File: src/rtl/wdog_pkg.sv
package wdog_pkg;

    localparam int ADDR_W = 3;
    localparam int DATA_W = 32;
    localparam int NSLOT  = 4;
    localparam int STAT_W = 5;

    typedef enum logic [ADDR_W-1:0] {
        RA_REV   = 3'd0,
        RA_CTRL  = 3'd1,
        RA_COUNT = 3'd2,
        RA_LOAD  = 3'd3,
        RA_TRIG  = 3'd4,
        RA_KEY   = 3'd5,
        RA_STAT  = 3'd6
    } reg_addr_e;

    // posted slot indices
    localparam int SL_CTRL = 0;
    localparam int SL_LOAD = 1;
    localparam int SL_TRIG = 2;
    localparam int SL_KEY  = 3;

    localparam logic [DATA_W-1:0] KEY_RUN_A  = 32'h0000_BBBB;
    localparam logic [DATA_W-1:0] KEY_RUN_B  = 32'h0000_4444;
    localparam logic [DATA_W-1:0] KEY_HALT_A = 32'h0000_AAAA;
    localparam logic [DATA_W-1:0] KEY_HALT_B = 32'h0000_5555;

    typedef enum logic [1:0] {
        KS_IDLE,
        KS_RUN_ARMED,
        KS_HALT_ARMED
    } key_state_e;

    typedef struct packed {
        logic       psc_en;
        logic [2:0] psc_exp;
    } psc_cfg_t;

    function automatic logic [ADDR_W-1:0] slot_addr(input int idx);
        case (idx)
            SL_CTRL: return RA_CTRL;
            SL_LOAD: return RA_LOAD;
            SL_TRIG: return RA_TRIG;
            default: return RA_KEY;
        endcase
    endfunction

    function automatic int slot_stat_bit(input int idx);
        case (idx)
            SL_CTRL: return 0;
            SL_LOAD: return 2;
            SL_TRIG: return 3;
            default: return 4;
        endcase
    endfunction

    function automatic psc_cfg_t decode_ctrl(input logic [DATA_W-1:0] w);
        psc_cfg_t c;
        c.psc_en  = w[5];
        c.psc_exp = w[4:2];
        return c;
    endfunction

endpackage

File: src/rtl/wdog_post_slot.sv
module wdog_post_slot #(
    parameter int DW         = 32,
    parameter int POST_TICKS = 2
) (
    input  logic          clk,
    input  logic          rst,
    input  logic          tick,
    input  logic          wr_hit,
    input  logic [DW-1:0] wdata,
    output logic          busy,
    output logic          apply,
    output logic [DW-1:0] data
);
    localparam int CW = $clog2(POST_TICKS + 1);
    localparam logic [CW-1:0] CNT_INIT = CW'(POST_TICKS);
    localparam logic [CW-1:0] CNT_LAST = CW'(1);

    logic [CW-1:0] left_q;

    assign apply = busy && tick && (left_q == CNT_LAST);

    always_ff @(posedge clk) begin
        if (rst) begin
            busy   <= 1'b0;
            left_q <= '0;
            data   <= '0;
        end else if (!busy) begin
            if (wr_hit) begin
                busy   <= 1'b1;
                left_q <= CNT_INIT;
                data   <= wdata;
            end
        end else if (tick) begin
            if (left_q == CNT_LAST) begin
                busy   <= 1'b0;
                left_q <= '0;
            end else begin
                left_q <= left_q - CNT_LAST;
            end
        end
    end
endmodule

File: src/rtl/wdog_key_seq.sv
module wdog_key_seq
    import wdog_pkg::*;
(
    input  logic              clk,
    input  logic              rst,
    input  logic              apply,
    input  logic [DATA_W-1:0] word,
    output logic              run
);
    key_state_e st_q, st_d;
    logic       run_d;

    always_comb begin
        st_d  = st_q;
        run_d = run;
        if (apply) begin
            unique case (st_q)
                KS_RUN_ARMED: begin
                    if (word == KEY_RUN_B) begin
                        run_d = 1'b1;
                        st_d  = KS_IDLE;
                    end else if (word == KEY_RUN_A) begin
                        st_d = KS_RUN_ARMED;
                    end else if (word == KEY_HALT_A) begin
                        st_d = KS_HALT_ARMED;
                    end else begin
                        st_d = KS_IDLE;
                    end
                end
                KS_HALT_ARMED: begin
                    if (word == KEY_HALT_B) begin
                        run_d = 1'b0;
                        st_d  = KS_IDLE;
                    end else if (word == KEY_RUN_A) begin
                        st_d = KS_RUN_ARMED;
                    end else if (word == KEY_HALT_A) begin
                        st_d = KS_HALT_ARMED;
                    end else begin
                        st_d = KS_IDLE;
                    end
                end
                default: begin
                    if (word == KEY_RUN_A)
                        st_d = KS_RUN_ARMED;
                    else if (word == KEY_HALT_A)
                        st_d = KS_HALT_ARMED;
                    else
                        st_d = KS_IDLE;
                end
            endcase
        end
    end

    always_ff @(posedge clk) begin
        if (rst) begin
            st_q <= KS_IDLE;
            run  <= 1'b0;
        end else begin
            st_q <= st_d;
            run  <= run_d;
        end
    end
endmodule

File: src/rtl/wdog_count_core.sv
module wdog_count_core
    import wdog_pkg::*;
#(
    parameter int              CNT_W    = 32,
    parameter logic [CNT_W-1:0] LOAD_RST = '0
) (
    input  logic             clk,
    input  logic             rst,
    input  logic             tick,
    input  logic             run,
    input  psc_cfg_t         cfg,
    input  logic [CNT_W-1:0] load,
    input  logic             reload,
    output logic [CNT_W-1:0] count,
    output logic             wrst
);
    localparam int PSC_W = 7;
    localparam logic [PSC_W-1:0] PSC_ONE = PSC_W'(1);

    logic [PSC_W-1:0] psc_q;
    logic [PSC_W-1:0] psc_lim;
    logic             psc_done;
    logic             at_top;

    assign psc_lim  = (PSC_ONE << cfg.psc_exp) - PSC_ONE;
    assign psc_done = !cfg.psc_en || (psc_q >= psc_lim);
    assign at_top   = &count;

    always_ff @(posedge clk) begin
        if (rst) begin
            count <= LOAD_RST;
            psc_q <= '0;
            wrst  <= 1'b0;
        end else begin
            wrst <= 1'b0;
            if (reload) begin
                count <= load;
                psc_q <= '0;
            end else if (run && tick) begin
                if (psc_done) begin
                    psc_q <= '0;
                    if (at_top) begin
                        count <= load;
                        wrst  <= 1'b1;
                    end else begin
                        count <= count + CNT_W'(1);
                    end
                end else begin
                    psc_q <= psc_q + PSC_ONE;
                end
            end
        end
    end
endmodule

File: src/rtl/wdog_regblock.sv
module wdog_regblock
    import wdog_pkg::*;
#(
    parameter int                POST_TICKS = 2,
    parameter logic [7:0]        REV_CODE   = 8'h31,
    parameter logic [DATA_W-1:0] LOAD_RST   = 32'hFFFF_8000
) (
    input  logic              clk,
    input  logic              rst,
    input  logic              tick_i,
    input  logic              bus_wr_i,
    input  logic [ADDR_W-1:0] bus_addr_i,
    input  logic [DATA_W-1:0] bus_wdata_i,
    output logic [DATA_W-1:0] bus_rdata_o,
    output logic              wdt_rst_o
);
    logic              slot_busy  [NSLOT];
    logic              slot_apply [NSLOT];
    logic [DATA_W-1:0] slot_data  [NSLOT];

    logic [STAT_W-1:0] stat_vec;
    logic [DATA_W-1:0] ctrl_q, load_q, trig_q, count_q;
    logic              run_q;
    logic              trig_reload;

    for (genvar i = 0; i < NSLOT; i++) begin : g_slot
        wdog_post_slot #(
            .DW        (DATA_W),
            .POST_TICKS(POST_TICKS)
        ) u_slot (
            .clk   (clk),
            .rst   (rst),
            .tick  (tick_i),
            .wr_hit(bus_wr_i && (bus_addr_i == slot_addr(i))),
            .wdata (bus_wdata_i),
            .busy  (slot_busy[i]),
            .apply (slot_apply[i]),
            .data  (slot_data[i])
        );
    end

    always_comb begin
        stat_vec = '0;
        for (int i = 0; i < NSLOT; i++)
            stat_vec[slot_stat_bit(i)] = slot_busy[i];
    end

    assign trig_reload = slot_apply[SL_TRIG] && (slot_data[SL_TRIG] != trig_q);

    always_ff @(posedge clk) begin
        if (rst) begin
            ctrl_q <= '0;
            load_q <= LOAD_RST;
            trig_q <= '0;
        end else begin
            if (slot_apply[SL_CTRL]) ctrl_q <= slot_data[SL_CTRL];
            if (slot_apply[SL_LOAD]) load_q <= slot_data[SL_LOAD];
            if (slot_apply[SL_TRIG]) trig_q <= slot_data[SL_TRIG];
        end
    end

    wdog_key_seq u_key (
        .clk  (clk),
        .rst  (rst),
        .apply(slot_apply[SL_KEY]),
        .word (slot_data[SL_KEY]),
        .run  (run_q)
    );

    wdog_count_core #(
        .CNT_W   (DATA_W),
        .LOAD_RST(LOAD_RST)
    ) u_cnt (
        .clk   (clk),
        .rst   (rst),
        .tick  (tick_i),
        .run   (run_q),
        .cfg   (decode_ctrl(ctrl_q)),
        .load  (load_q),
        .reload(trig_reload),
        .count (count_q),
        .wrst  (wdt_rst_o)
    );

    always_comb begin
        unique case (bus_addr_i)
            RA_REV:   bus_rdata_o = {{(DATA_W-8){1'b0}}, REV_CODE};
            RA_CTRL:  bus_rdata_o = ctrl_q;
            RA_COUNT: bus_rdata_o = count_q;
            RA_LOAD:  bus_rdata_o = load_q;
            RA_TRIG:  bus_rdata_o = trig_q;
            RA_STAT:  bus_rdata_o = {{(DATA_W-STAT_W){1'b0}}, stat_vec};
            default:  bus_rdata_o = '0;
        endcase
    end
endmodule

File: config.mk
export PLATFORM = sky130hd
export DESIGN_NAME = wdog_regblock
export DESIGN_NICKNAME = d
export VERILOG_FILES = /design/src/rtl/wdog_pkg.sv /design/src/rtl/wdog_post_slot.sv /design/src/rtl/wdog_key_seq.sv /design/src/rtl/wdog_count_core.sv /design/src/rtl/wdog_regblock.sv
export SDC_FILE = /design/constraint.sdc
export NUM_CORES = 1
export LEC_CHECK = 0
export BUFFER_PORTS_ARGS = -buffer_cell sky130_fd_sc_hd__buf_2
export CORE_ASPECT_RATIO = 1.25
export CORE_UTILIZATION = 61
export DETAILED_ROUTE_END_ITERATION = 8
export GPL_TIMING_DRIVEN = 1
export PLACE_DENSITY_LB_ADDON = 0.05
export SLEW_MARGIN = 20
export SYNTH_ARGS = -nofsm -noshare
export SYNTH_HDL_FRONTEND = slang
export SYNTH_SLANG_ARGS = --single-unit
File: constraint.sdc
create_clock -name clk -period 3.4 [get_ports clk]
set_clock_uncertainty 0.1 [all_clocks]
set_input_delay 0 -clock clk [delete_from_list [all_inputs] [get_ports clk]]
set_output_delay 0 -clock clk [all_outputs]
set_load 0.02 [all_outputs]
==> flow_metrics.tcl, run 1 <==
set metrics [dict create \
    status "finished, final reports clean" \
    grt_max_degree 96 \
    leakage_nw 5.06 \
    first_iter_violations 1077 \
    ys_seq_area_frac 0.462 \
    synth_warnings 0 \
    max_slew_margin 0.327 \
    vias_per_cell 5.97 \
    h-tree-depth 1 \
    grt_pass1_vias 10700 \
    grt_setup_unrepaired "no" \
    hold_start "bus_addr_i[2]" \
    dieArea_um2 20400 \
    drive_gt1_frac 0.110 \
    num_rows 57 \
    area_growth_pct 15.0 \
    drcViolationCount 0 \
    avgRoutedWirePerCell_um 19.1 \
    grt.total_usage 0.357 \
    maxSlewViolCount 0 \
    clock_path_buffers 3 \
    dieWidth_um 128 \
    postSynthAreaPerCell_um2 7.70 \
    endpoint_kind "flop" \
    clk_pin_slew_ns 0.06 \
    synth_edf_count 0 \
    synth_area_um2 12100 \
    dr.pass1.iters 8 \
    min_path_type "in -> reg" \
    maxCapViolCount 0 \
    regToRegSetupSlack_ns 0.31 \
    core-area_um2 19500 \
    nets 1681 \
    vias 11400 \
    worst_slew_pin_slew_ns 1.01 \
    cts_tree "done" \
    min_to "g_slot[3].u_slot.busy$_SDFF_PP0_" \
    setup_viol 0 \
    pin_count 72 \
    ir_worst_vdd_mv 0.453 \
    cts_setup_buffers 0 \
    hpwl_um 24100 \
    tns_ns 0 \
    ff2ff_path_depth 10 \
    cp.arrival_ns 3.46 \
    numPortBuffers 71 \
    cts_root_buffer "clkbuf_16" \
    antenna_found_initial 0 \
    ys_seq_elements 279 \
    synthFlopType "dfxtp_1" \
    reg2reg_to "u_cnt.count[25]$_SDFFE_PP1P_" \
    timing.rr.start "ctrl_q[3]$_SDFFE_PP0P_" \
    period_share 0.909 \
    place.gp.congestion 0.963 \
    max_freq_mhz 324 \
    crit_fanout 14 \
    postRouteAntennaNets 0 \
    cp.required_ns 3.77 \
    place_inst 1825 \
    critPathLaunchType "flop" \
    holdWs_ns 0.0207 \
    fillers 1650 \
    path_class "reg -> reg" \
    initial_core_util 0.621 \
    antennaDiodeCount 0 \
    fin_crit_ns 3.09 \
    finalHoldViolations 0 \
    fin_cells 1912 \
    ys_types 69 \
    grt.overflow.total 0 \
    whs_path_depth 4 \
    clkSinkCount 279 \
    p_per_area_nw_per_um2 496 \
    numCtsBuffers 28 \
    synthArstFlopShare 0 \
    synth_nets 1626 \
    wl_um 36500 \
    grt_pass1_wl_um 57300 \
    syn_inst 1572 \
    die_h_um 159 \
    clk_latency_ns 0.55 \
]
area by class of cell:
cell class	count	area (um2)	share of cell area
Clock inverter	6	82.6	0.00594
Clock buffer	44	872	0.0627
Multi-Input combinational cell	1166	6030	0.434
Timing Repair Buffer	134	940	0.0675
Tap cell	265	332	0.0238
Inverter	18	67.6	0.00486
Sequential cell	279	5590	0.401
synthesized netlist by cell type (all sizes together) (12+ instances only):
cell,count,area [um2]
a21oi,244,1220
a22oi,58,435
a31oi,12,75.1
and3,12,75.1
buf,18,103
clkbuf,91,342
dfxtp,279,5590
ha,15,188
inv,18,67.6
nand2,527,1980
nand3,43,220
nand4,20,146
nor2,39,156
nor3,15,80.1
o21ai,30,154
xnor2,37,324
per-layer routing:
metal / vias to the layer above / wire length (um) / global-route usage
met1: 5368 / 15200 / 0.488
met2: 495 / 16900 / 0.574
li1: 5479 / - / -
met3: 75 / 3320 / 0.0568
met5: - / 0 / 0
met4: 0 / 1040 / 0.120
critical path, stage by stage, from the launching register on:
cell and delay [ns]:
dfxtp_1 0.46, nand2_1 0.09, ha_1 0.30, a21o_1 0.19
a211o_1 0.32, a32o_1 0.37, buf_4 0.24, nor2_1 0.42
buf_4 0.27, nor2_1 0.05, a22oi_1 0.20
cells in the final DEF (no fill, tap or decap), types with 10 or more instances in the layout:
master and n:
a21oi_1 243, ha_1 15, a22oi_1 58, nand4_1 18
and3_1 11, a31oi_1 12, buf_4 25, buf_2 70
inv_1 17, xnor2_1 37, dlygate4sd3_1 37, nor2_1 32
nand2_1 525, dfxtp_1 279, clkbuf_16 29, or3_1 10
o21ai_0 27, nor3_1 12, nand3_1 41
what timing repair did:
action / 4_1_cts / 5_1_grt
gates resized for setup: 0 / 0
endpoints found under the hold margin: 177 / 0
hold buffers: 37 / 0
worst max-delay path by stage:
stage                                      start                            to  slack, ns  depth (start not counted)
after floorplan           ctrl_q[4]$_SDFFE_PP0P_  u_cnt.count[27]$_SDFFE_PP1P_       0.84                         10
after global placement    ctrl_q[3]$_SDFFE_PP0P_  u_cnt.count[25]$_SDFFE_PP1P_       0.42                         10
after detailed placement  ctrl_q[3]$_SDFFE_PP0P_  u_cnt.count[25]$_SDFFE_PP1P_       0.36                         10
after CTS                 ctrl_q[3]$_SDFFE_PP0P_  u_cnt.count[25]$_SDFFE_PP1P_       0.34                         10
after global routing      ctrl_q[3]$_SDFFE_PP0P_  u_cnt.count[25]$_SDFFE_PP1P_       0.04                         10
final                     ctrl_q[3]$_SDFFE_PP0P_  u_cnt.count[25]$_SDFFE_PP1P_       0.31                         10
logic make-up after synthesis:
logic type	share of synthesized area
buffers and inverters	0.0423
muxes	0.00796
adders and majority gates	0.0155
and+or+nand+nor	0.251
DFF	0.462
AOI/OAI and AO/OA	0.189
xor gates and xnor gates	0.0333
sequential cells by signal, summed over array words and instances, names as in the netlist:
signal and cells:
u_key.run 1, u_key.st_q 2, u_cnt.psc_q 7, g_slot.u_slot.data 128
trig_q 32, u_cnt.count 32, u_cnt.wrst 1, load_q 32
ctrl_q 32, g_slot.u_slot.left_q 8, g_slot.u_slot.busy 4
per-stage QoR:
step / area (um2) / setup slack [ns] / power (mW) / util
after global routing: 13900 / 0.0425 / 7.06 / 0.715
after CTS: 13900 / 0.335 / 6.89 / 0.715
after global placement: 12600 / 0.419 / 3.73 / 0.646
final: 13900 / 0.309 / 6.90 / 0.715
after floorplan: 12100 / 0.842 / 3.60 / -
after detailed placement: 12600 / 0.356 / 3.74 / 0.646
power breakdown:
part,total [mW],switching [mW],internal (mW)
clock network,3.19,1.29,1.90
registers,3.33,0.0268,3.31
logic,0.376,0.253,0.122
Power figures use the tool's default switching activity.
==> inputs of run 2 (changes only) <==
==> constraint.sdc (replaced) <==
create_clock -name clk -period 3.06 [get_ports clk]
set_clock_uncertainty 0.1 [all_clocks]
set_input_delay 0 -clock clk [delete_from_list [all_inputs] [get_ports clk]]
set_output_delay 0 -clock clk [all_outputs]
set_load 0.02 [all_outputs]
==> run 2 against run 1 <==
Compared with the run above: combinational power grew 11%; die area is the same; via count shrank 0.30%; critical path depth shrank 1; flip-flop and latch count is the same; critical path type unchanged; fmax grew 8.7%.
==> flow_metrics.tcl, run 2 (synthesized netlist as in run 1, its figures left out) <==
set metrics [dict create \
    status "finished, final reports clean" \
    endpoint_kind "flop" \
    clk_latency_ns 0.54 \
    setup_viol 0 \
    worst_slew_pin_slew_ns 0.860 \
    finalInstanceArea_um2 14100 \
    pin_count 72 \
    pwr-share-seq 0.461 \
    place_inst 1830 \
    dp_slack_ns 0.291 \
    num_rows 57 \
    grt_pass1_vias 10400 \
    die_h_um 159 \
    grt_pass1_wl_um 56300 \
    postRouteAntennaNets 0 \
    regMostFlops "g_slot.u_slot.data" \
    p_sw_mw 1.74 \
    cts_tree "done" \
    highest_layer "met4" \
    path_cells "nand2_1, ha_1, a21o_1, a211o_1, a32oi_2, nor2_4, or2_4, a221oi_1, o21ai_0" \
    dieWidth_um 128 \
    avgRoutedWirePerCell_um 18.8 \
    tns_ns 0 \
    hpwl_um 23800 \
    h-tree-depth 1 \
    clock_path_buffers 3 \
    grt_setup_unrepaired "no" \
    max_freq_mhz 352 \
    critPathSlowestCell "dfxtp_1" \
    dr.pass1.iters 6 \
    critPathLaunchType "flop" \
    switching_share 0.217 \
    drive_gt1_frac 0.112 \
    antennaDiodeCount 0 \
    max_slew_margin 0.427 \
    drcViolationCount 0 \
    wl_met1_um 15500 \
    fin_cells 1917 \
    vias_per_cell 5.94 \
    cp.required_ns 3.35 \
    finalHoldViolations 0 \
    setup_ws_ns 0.218 \
    wl_um 36000 \
    crit_fanout 14 \
    clkSinkCount 279 \
    numPortBuffers 71 \
    leakage_nw 5.12 \
    maxCapViolCount 0 \
    place.gp.congestion 0.920 \
    vias 11400 \
    area_growth_pct 16.2 \
    p_clk_frac 0.486 \
    internal-power_mw 6.28 \
    p_per_area_nw_per_um2 571 \
    nets 1686 \
    grt.total_usage 0.350 \
    fin_crit_ns 2.84 \
    initial_core_util 0.621 \
    first_iter_violations 1035 \
    wl_met3_um 3070 \
    largest_reg_flops 128 \
    met2_length_um 16500 \
    clk_pin_slew_ns 0.07 \
    combPwrFrac 0.052 \
    layout_common_cells "nand2_1, dfxtp_1, a21oi_1, buf_2, a22oi_1" \
    grt_max_degree 123 \
    final_common_cell "nand2_1" \
    period_share 0.929 \
    cts_setup_buffers 0 \
    min_path_type "in -> reg" \
    grt.overflow.total 0 \
    critPathBufInv 0 \
    maxSlewViolCount 0 \
    critical-path-top-delay-family "compound AO/OA/AOI/OAI gates" \
    crit_path_max_incr_delay_ns 0.45 \
    core-area_um2 19500 \
    cts_root_buffer "clkbuf_16" \
    cp.arrival_ns 3.14 \
    place_area_um2 12600 \
    ir_worst_vdd_mv 0.553 \
    path_class "reg -> reg" \
    antenna_found_initial 0 \
    numCtsBuffers 27 \
    dieArea_um2 20400 \
]
-- run 2: cell count changes in the layout (fill, tap and decap cells not counted), sizes merged --
cell / previous run / this run
bufinv: 2 / 9
dlygate4sd3: 37 / 38
clkinvlp: 1 / 2
buf: 97 / 102
clkbuf: 44 / 34
clkinv: 3 / 4
-- run 2: per-layer routing --
metal / vias up / global-route usage
li1: 5487 / -
met1: 5384 / 0.491
met2: 451 / 0.549
met3: 61 / 0.0568
met4: 0 / 0.112
met5: - / 0
-- run 2: area by class of cell --
type                    instances  area [um2]
inverters                      18        67.6
well taps                     265         332
repair buffers                140        1000
clock buffers                  34         742
multi-input cells            1166        6030
flip-flops and latches        279        5590
clock inverters                15         305
fillers                      1624        5410
-- run 2: path summary, 6_finish.rpt --
| path | startpoint | end | cells past startpoint | slack, ns |
|---|---|---|---|---|
| max reg2reg | ctrl_q[3]$_SDFFE_PP0P_ | u_cnt.count[23]$_SDFFE_PP1P_ | 9 | 0.22 |
| min | bus_addr_i[2] | g_slot[3].u_slot.busy$_SDFF_PP0_ | 4 | 0.05 |
| max | ctrl_q[3]$_SDFFE_PP0P_ | u_cnt.count[23]$_SDFFE_PP1P_ | 9 | 0.22 |
| min reg2reg | g_slot[0].u_slot.data[14]$_SDFFE_PP0P_ | ctrl_q[14]$_SDFFE_PP0P_ | 2 | 0.35 |
-- run 2: power by group through the flow --
| stage | sequential (mW) | clock, mW | combinational [mW] |
|---|---|---|---|
| 3_3_place_gp | 3.78 | 0 | 0.370 |
| 6_report | 3.70 | 3.90 | 0.418 |
| 5_1_grt | 3.71 | 4.07 | 0.447 |
| 4_1_cts | 3.70 | 3.93 | 0.410 |
| 2_1_floorplan | 3.77 | 0 | 0.226 |
| 3_5_place_dp | 3.78 | 0 | 0.373 |
-- run 2: what timing repair did --
item | CTS | global route
hold buffers | 38 | 0
endpoints found under the hold margin | 162 | 0
gates resized for setup | 0 | 0
-- run 2: worst register-to-register path: stages (launching register included) --
cell	delay [ns]
dfxtp_1	0.45
nand2_1	0.10
ha_1	0.30
a21o_1	0.18
a211o_1	0.32
a32oi_2	0.37
nor2_4	0.10
or2_4	0.33
a221oi_1	0.31
o21ai_0	0.15
-- run 2: stage by stage --
stage,total power [mW],hold slack [ns],util
2_1_floorplan,4.00,0.0360,-
3_3_place_gp,4.15,0.184,0.649
3_5_place_dp,4.16,0.192,0.649
4_1_cts,8.04,0.0217,0.722
5_1_grt,8.22,0.0864,0.722
6_report,8.02,0.0458,0.722
